File: src/rtl/trap_ctrl_pkg.sv
package trap_ctrl_pkg;
  localparam int TT_W    = 9;
  localparam int CCR_W   = 8;
  localparam int ASI_W   = 8;
  localparam int PST_W   = 12;
  localparam int STATE_W = 40;

  localparam logic [PST_W-1:0] PST_KEEP_MASK = 12'hF3F;
  localparam logic [PST_W-1:0] PST_ON_ENTRY  = 12'h015;  // fp enable, priv, alt globals
  localparam logic [PST_W-1:0] PST_ERR_RECOV = 12'h020;

  localparam logic [TT_W-1:0] TT_CLEAN_WIN = 9'h024;
  localparam logic [2:0]      TT_GRP_SPILL = 3'b010;
  localparam logic [2:0]      TT_GRP_FILL  = 3'b011;

  typedef struct packed {
    logic [CCR_W-1:0] ccr;
    logic [ASI_W-1:0] asi;
    logic [3:0]       zero;
    logic [PST_W-1:0] pst;
    logic [7:0]       cwp;
  } tstate_t;
endpackage

File: src/rtl/trap_slot_file.sv
module trap_slot_file #(
  parameter int DEPTH = 5,
  parameter int W     = 32,
  parameter int AW    = 3
) (
  input  logic          clk_i,
  input  logic          rst_ni,
  input  logic          we_i,
  input  logic [AW-1:0] waddr_i,
  input  logic [W-1:0]  wdata_i,
  input  logic [AW-1:0] raddr_i,
  output logic [W-1:0]  rdata_o
);
  logic [W-1:0] slot_q [DEPTH];

  for (genvar g = 0; g < DEPTH; g++) begin : g_slot
    always_ff @(posedge clk_i or negedge rst_ni) begin
      if (!rst_ni)                               slot_q[g] <= '0;
      else if (we_i && waddr_i == AW'(g))        slot_q[g] <= wdata_i;
    end
  end

  always_comb begin
    rdata_o = '0;
    for (int i = 0; i < DEPTH; i++)
      if (raddr_i == AW'(i)) rdata_o = slot_q[i];
  end
endmodule

File: src/rtl/trap_vec_calc.sv
module trap_vec_calc
  import trap_ctrl_pkg::*;
#(
  parameter int PC_W  = 64,
  parameter int CWP_W = 3
) (
  input  logic [PC_W-16:0]  tba_i,
  input  logic [TT_W-1:0]   tt_i,
  input  logic              nested_i,
  input  logic              near_top_i,
  input  logic [CWP_W-1:0]  cwp_i,
  input  logic [CWP_W-1:0]  cansave_i,
  output logic [PC_W-1:0]   vec_pc_o,
  output logic [PST_W-1:0]  pstate_o,
  output logic [CWP_W-1:0]  cwp_o
);
  assign vec_pc_o = {tba_i, nested_i, tt_i, 5'b0};
  assign pstate_o = PST_ON_ENTRY | (near_top_i ? PST_ERR_RECOV : '0);

  always_comb begin
    if (tt_i == TT_CLEAN_WIN)              cwp_o = cwp_i - CWP_W'(1);
    else if (tt_i[8:6] == TT_GRP_SPILL)    cwp_o = cwp_i - cansave_i - CWP_W'(2);
    else if (tt_i[8:6] == TT_GRP_FILL)     cwp_o = cwp_i + CWP_W'(1);
    else                                   cwp_o = cwp_i;
  end
endmodule

File: src/rtl/trap_level_ctrl.sv
module trap_level_ctrl
  import trap_ctrl_pkg::*;
#(
  parameter int PC_W  = 64,
  parameter int NWIN  = 8,
  parameter int MAXTL = 5,
  localparam int CWP_W = $clog2(NWIN),
  localparam int TL_W  = $clog2(MAXTL + 1)
) (
  input  logic              clk_i,
  input  logic              rst_ni,
  input  logic              trap_i,
  input  logic [TT_W-1:0]   trap_type_i,
  input  logic              ret_i,
  input  logic              retry_i,
  input  logic [PC_W-1:0]   pc_i,
  input  logic [PC_W-1:0]   npc_i,
  input  logic [CCR_W-1:0]  ccr_i,
  input  logic [ASI_W-1:0]  asi_i,
  input  logic [PST_W-1:0]  pstate_i,
  input  logic [CWP_W-1:0]  cwp_i,
  input  logic [CWP_W-1:0]  cansave_i,
  input  logic [PC_W-16:0]  tba_i,
  output logic              redirect_o,
  output logic [PC_W-1:0]   pc_o,
  output logic [PC_W-1:0]   npc_o,
  output logic [CCR_W-1:0]  ccr_o,
  output logic [ASI_W-1:0]  asi_o,
  output logic [PST_W-1:0]  pstate_o,
  output logic [CWP_W-1:0]  cwp_o,
  output logic [TL_W-1:0]   tl_o,
  output logic [TT_W-1:0]   top_tt_o,
  output logic [STATE_W-1:0] top_state_o,
  output logic              error_o
);
  localparam int REC_W = TT_W + 2 * PC_W + STATE_W;
  localparam logic [TL_W-1:0] TL_TOP = TL_W'(MAXTL);

  logic [TL_W-1:0]  tl_q;
  logic             err_q, redir_q;
  logic [PC_W-1:0]  pc_q, npc_q;
  logic [CCR_W-1:0] ccr_q;
  logic [ASI_W-1:0] asi_q;
  logic [PST_W-1:0] pst_q;
  logic [CWP_W-1:0] cwp_q;

  logic trap_ok, ret_ok;
  assign trap_ok = trap_i && (tl_q != TL_TOP);
  assign ret_ok  = ret_i && !trap_i && (tl_q != '0);

  tstate_t save_st, rd_st;
  always_comb begin
    save_st      = '0;
    save_st.ccr  = ccr_i;
    save_st.asi  = asi_i;
    save_st.pst  = pstate_i & PST_KEEP_MASK;
    save_st.cwp  = 8'(cwp_i);
  end

  logic [REC_W-1:0] rd_rec;
  logic [TT_W-1:0]  rd_tt;
  logic [PC_W-1:0]  rd_pc, rd_npc;
  logic [TL_W-1:0]  rd_idx;
  assign rd_idx = tl_q - TL_W'(1);

  trap_slot_file #(.DEPTH(MAXTL), .W(REC_W), .AW(TL_W)) u_slots (
    .clk_i   (clk_i),
    .rst_ni  (rst_ni),
    .we_i    (trap_ok),
    .waddr_i (tl_q),
    .wdata_i ({trap_type_i, pc_i, npc_i, save_st}),
    .raddr_i (rd_idx),
    .rdata_o (rd_rec)
  );
  assign {rd_tt, rd_pc, rd_npc, rd_st} = rd_rec;

  logic [PC_W-1:0]  vec_pc;
  logic [PST_W-1:0] vec_pst;
  logic [CWP_W-1:0] vec_cwp;

  trap_vec_calc #(.PC_W(PC_W), .CWP_W(CWP_W)) u_vec (
    .tba_i      (tba_i),
    .tt_i       (trap_type_i),
    .nested_i   (tl_q > TL_W'(1)),
    .near_top_i (tl_q >= TL_W'(MAXTL - 1)),
    .cwp_i      (cwp_i),
    .cansave_i  (cansave_i),
    .vec_pc_o   (vec_pc),
    .pstate_o   (vec_pst),
    .cwp_o      (vec_cwp)
  );

  always_ff @(posedge clk_i or negedge rst_ni) begin
    if (!rst_ni) begin
      tl_q <= '0; err_q <= 1'b0; redir_q <= 1'b0;
      pc_q <= '0; npc_q <= '0; ccr_q <= '0; asi_q <= '0;
      pst_q <= '0; cwp_q <= '0;
    end else if (trap_i) begin
      if (trap_ok) begin
        redir_q <= 1'b1;
        pc_q    <= vec_pc;
        npc_q   <= vec_pc + PC_W'(4);
        ccr_q   <= ccr_i;
        asi_q   <= asi_i;
        pst_q   <= vec_pst;
        cwp_q   <= vec_cwp;
        tl_q    <= tl_q + TL_W'(1);
      end else begin
        redir_q <= 1'b0;
        err_q   <= 1'b1;
      end
    end else if (ret_ok) begin
      redir_q <= 1'b1;
      pc_q    <= retry_i ? rd_pc : rd_npc;
      npc_q   <= retry_i ? rd_npc : rd_npc + PC_W'(4);
      ccr_q   <= rd_st.ccr;
      asi_q   <= rd_st.asi;
      pst_q   <= rd_st.pst;
      cwp_q   <= rd_st.cwp[CWP_W-1:0];
      tl_q    <= tl_q - TL_W'(1);
    end else begin
      redir_q <= 1'b0;
    end
  end

  assign redirect_o  = redir_q;
  assign pc_o        = pc_q;
  assign npc_o       = npc_q;
  assign ccr_o       = ccr_q;
  assign asi_o       = asi_q;
  assign pstate_o    = pst_q;
  assign cwp_o       = cwp_q;
  assign tl_o        = tl_q;
  assign error_o     = err_q;
  assign top_tt_o    = (tl_q == '0) ? '0 : rd_tt;
  assign top_state_o = (tl_q == '0) ? '0 : rd_st;
endmodule

File: config.mk
export PLATFORM = sky130hd
export DESIGN_NAME = trap_level_ctrl
export DESIGN_NICKNAME = d
export VERILOG_FILES = /design/src/rtl/trap_ctrl_pkg.sv /design/src/rtl/trap_slot_file.sv /design/src/rtl/trap_vec_calc.sv /design/src/rtl/trap_level_ctrl.sv
export SDC_FILE = /design/constraint.sdc
export NUM_CORES = 2
export LEC_CHECK = 0
export CELL_PAD_IN_SITES_DETAIL_PLACEMENT = 1
export CELL_PAD_IN_SITES_GLOBAL_PLACEMENT = 2
export CORE_AREA = 2 2 442 444
export CTS_CLUSTER_DIAMETER = 40
export DETAILED_ROUTE_END_ITERATION = 16
export DIE_AREA = 0 0 444 446
export PLACE_DENSITY = 0.6
export SYNTH_ARGS = -nofsm -noshare
export SYNTH_HDL_FRONTEND = slang
export SYNTH_SLANG_ARGS = --single-unit
File: constraint.sdc
create_clock -name clk_i -period 4.4 [get_ports clk_i]
set_input_delay 1.1 -clock clk_i [delete_from_list [all_inputs] [get_ports clk_i]]
set_output_delay 1.1 -clock clk_i [all_outputs]
set_load 0.02 [all_outputs]
==> flow_metrics.env <==
export IMPL_status="finished, final reports clean"
export IMPL_syn_instance_count=3851
export IMPL_cp_end_kind="output pin"
export IMPL_finalPower_uw=58900
export IMPL_start_util_pct=23.8
export IMPL_critPathTopFamily="buffers and inverters"
export IMPL_post_route_cell_area_um2=62200
export IMPL_cp_slowest_stage_delay_ns=0.38
export IMPL_vias=35100
export IMPL_cts_root_buf="clkbuf_16"
export IMPL_grt_util_all_layers_pct=19.1
export IMPL_crit_fanout=21
export IMPL_netlist_area_um2=46000
export IMPL_timing_rr_end="npc_o[61]"
export IMPL_dieHeight_um=446
export IMPL_numClockSinks=992
export IMPL_syn_to_final_growth_pct=35.1
export IMPL_routed_wl_um=193000
export IMPL_io_buffers=422
export IMPL_fmax_mhz=229
export IMPL_cts_tree="yes"
export IMPL_drc=0
export IMPL_ys_ff_latch=992
export IMPL_synth_async_reset_ratio_pct=100
export IMPL_clk_latency_ns=0.84
export IMPL_maxCapViolCount=0
export IMPL_crit_end="top_state_o[11]"
export IMPL_placed_area_um2=54400
export IMPL_drive_gt1_share_pct=34.4
export IMPL_start_kind="register"
export IMPL_drt_iter0_drc=2068
export IMPL_grt_pass1_wl_um=276000
export IMPL_crit_slowest_cell="dfrtp_1"
export IMPL_hpwl_um=130000
export IMPL_relSlewSlack_pct=28.1
export IMPL_hold_viol_final=0
export IMPL_first_global_vias=37600
export IMPL_tightestPinTransition_ns=1.08
export IMPL_yosys_area_share_simple_pct=8.11
export IMPL_hold_class="in2async"
export IMPL_rsz0062_at_grt="true"
export IMPL_worstPathRequired_ns=3.30
export IMPL_core_area_um2=194000
export IMPL_r2r_cells=19
export IMPL_finalMaxSlewViolations=0
export IMPL_r2r_start="tl_o[1]"
export IMPL_antenna_found_initial=55
export IMPL_die_area_um2=198000
export IMPL_grt_start_max_net_pins=140
export IMPL_synthFlopType="dfrtp_1"
export IMPL_setup_viol=0
export IMPL_synthXorXnorAreaFrac_pct=1.21
export IMPL_holdBufCountCts=0
export IMPL_cp_startpoint="tl_o[1]"
export IMPL_synthMuxAreaShare_pct=20.8
export IMPL_worstPathArrival_ns=3.27
export IMPL_power_density_nw_per_um2=947
export IMPL_drtAntennaViolNets=0
export IMPL_die_w_um=444
export IMPL_final_nets=4643
export IMPL_layout_min_cycle_time_ns=4.37
export IMPL_gp_congestion=0.813
export IMPL_vias_per_cell=4.94
export IMPL_synth_cell_type_count=81
export IMPL_finalCritPeriodShare_pct=99.3
export IMPL_synth_compound_area_share_pct=12.4
export IMPL_wl_per_cell_um=27.1
export IMPL_cts_buffers=190
export IMPL_fin_worst_skew_ns=0.0356
export IMPL_num_rows=162
export IMPL_cp_buffers_inverters=5
export IMPL_io_pins=438
export IMPL_utilization_pct=32.1
export IMPL_power_leakage_uw=0.0259
export IMPL_htree_levels=4
export IMPL_postSynthAreaPerCell_um2=12.0
export IMPL_yosys_warnings=0
export IMPL_critPathKind="reg2out"
export IMPL_peakVddDrop_mv=0.511
export IMPL_yosys_area_share_adder_pct=0.353
export IMPL_clk_pin_slew_ns=0.05
export IMPL_dr_pass1_iters=5
export IMPL_path_cells="inv_2 > buf_4 > ha_4 > nor2b_2 > and2_4 > buf_12 > a221oi_2 > nor3_2 > a221oi_2 > buf_4 > nor2_1 > clkdlybuf4s15_2"
export IMPL_synth_edff_count=0
export IMPL_seq_area_frac_synth_pct=53.9
export IMPL_worst_path_stages=12
export IMPL_r2r_setup_slack_ns=0.21
export IMPL_grt_overflow_total=0
export IMPL_synth_top_family_by_area="multiplexers"
export IMPL_clock_path_buffers=3
## placed cells by master (no fill, tap or decap), types with 31 or more instances in the layout
master	instances
o21ai_0	179
nor2_1	255
nor3_1	118
nand3_1	54
nand3b_1	39
dfrtp_1	991
xnor2_1	45
a21oi_1	153
buf_12	41
clkinv_2	31
clkbuf_16	192
clkdlybuf4s50_1	381
buf_4	201
a221oi_1	139
a221o_1	57
nand2_1	187
a22oi_1	104
a221oi_2	52
bufinv_16	34
mux2_2	822
## per-layer routing
layer  up-vias  wire length (um)  GRT usage, %
li1      15400                 -             -
met1     18700             79100          22.8
met2       685             97800          33.4
met3       342              7480          3.54
met4        42              8190          8.24
met5         -               260             0
## cell usage after synthesis (38+ instances only)
cell	number	area, um2
clkbuf_1	209	785
nand2_1	192	721
nor3_1	124	621
mux2_2	822	9260
a21oi_1	153	766
o21ai_0	179	896
xnor2_1	46	403
nand3_1	56	280
buf_1	47	176
a221oi_1	194	1700
dfrtp_1	992	24800
a221o_1	57	571
a22oi_1	104	781
nor2_1	259	972
buf_2	38	190
nand3b_1	39	293
## cell families after synthesis
logic type,after synthesis
AOI/OAI and AO/OA,803
xor gates and xnor gates,63
adders and majority gates,13
buffers and inverters,356
DFF,992
muxes,852
other,1
and+or+nand+nor,771
## area by class of cell
type / instances / area, um2
repair buffers: 673 / 6720
diodes: 10 / 25.0
multi-input cells: 2515 / 20400
flip-flops and latches: 992 / 24800
well taps: 2542 / 3180
clock buffers: 238 / 5220
clock inverters: 113 / 1710
inverters: 33 / 125
fillers: 20900 / 131000
## worst reg2reg max path: cells and delay by family (launching register included)
kind / cells / cell delay (ns)
buf+inv: 9 / 1.49
fa+ha+maj: 1 / 0.17
flops: 1 / 0.38
simple gates: 5 / 1.43
compound gates: 2 / 0.20
xor+xnor: 2 / 0.35
## registers in the layout (all words and copies together) (netlist names)
register and cells:
redirect_o 1, tl_o 3, ccr_o 8, pc_o 64, pstate_o 10, u_slots.slot_q 830, asi_o 8, npc_o 64
cwp_o 3, error_o 1
## how the worst min path moves through the flow
stage / end / slack (ns) / depth (start not counted)
global route: u_slots.slot_q[315] / 0.33 / 1
detailed placement: error_o / 0.46 / 1
floorplan: u_slots.slot_q[0] / 0.45 / 2
CTS: u_slots.slot_q[315] / 0.33 / 1
global placement: error_o / 0.46 / 1
finish: u_slots.slot_q[315] / 0.34 / 1
## stage by stage
stage / setup WS (ns) / hold slack, ns / TNS, ns / instances
3_5_place_dp: 0.154 / 0.458 / 0 / 6721
5_1_grt: -0.0820 / 0.328 / -0.681 / 7115
2_1_floorplan: 0.0686 / 0.450 / 0 / 3863
6_report: 0.0322 / 0.338 / 0 / 7116
4_1_cts: -0.0746 / 0.334 / -0.182 / 7096
3_3_place_gp: 0.112 / 0.457 / 0 / 6721
## repair_timing
action / 4_1_cts / 5_1_grt
cloned: 5 / 1
hold endpoints to repair: 0 / 0
setup endpoints to repair: 38 / 44
setup buffers: 20 / 9
pin swaps: 5 / 3
resized for setup: 159 / 46
## where the power goes
| group | internal (uW) | switching (uW) | leakage, uW | total [uW] |
|---|---|---|---|---|
| clock | 10400 | 5310 | 0.00335 | 15700 |
| sequential | 13700 | 2600 | 0.0120 | 16300 |
| combinational | 11400 | 15400 | 0.0106 | 26900 |
(Power assumes the default switching activity.)
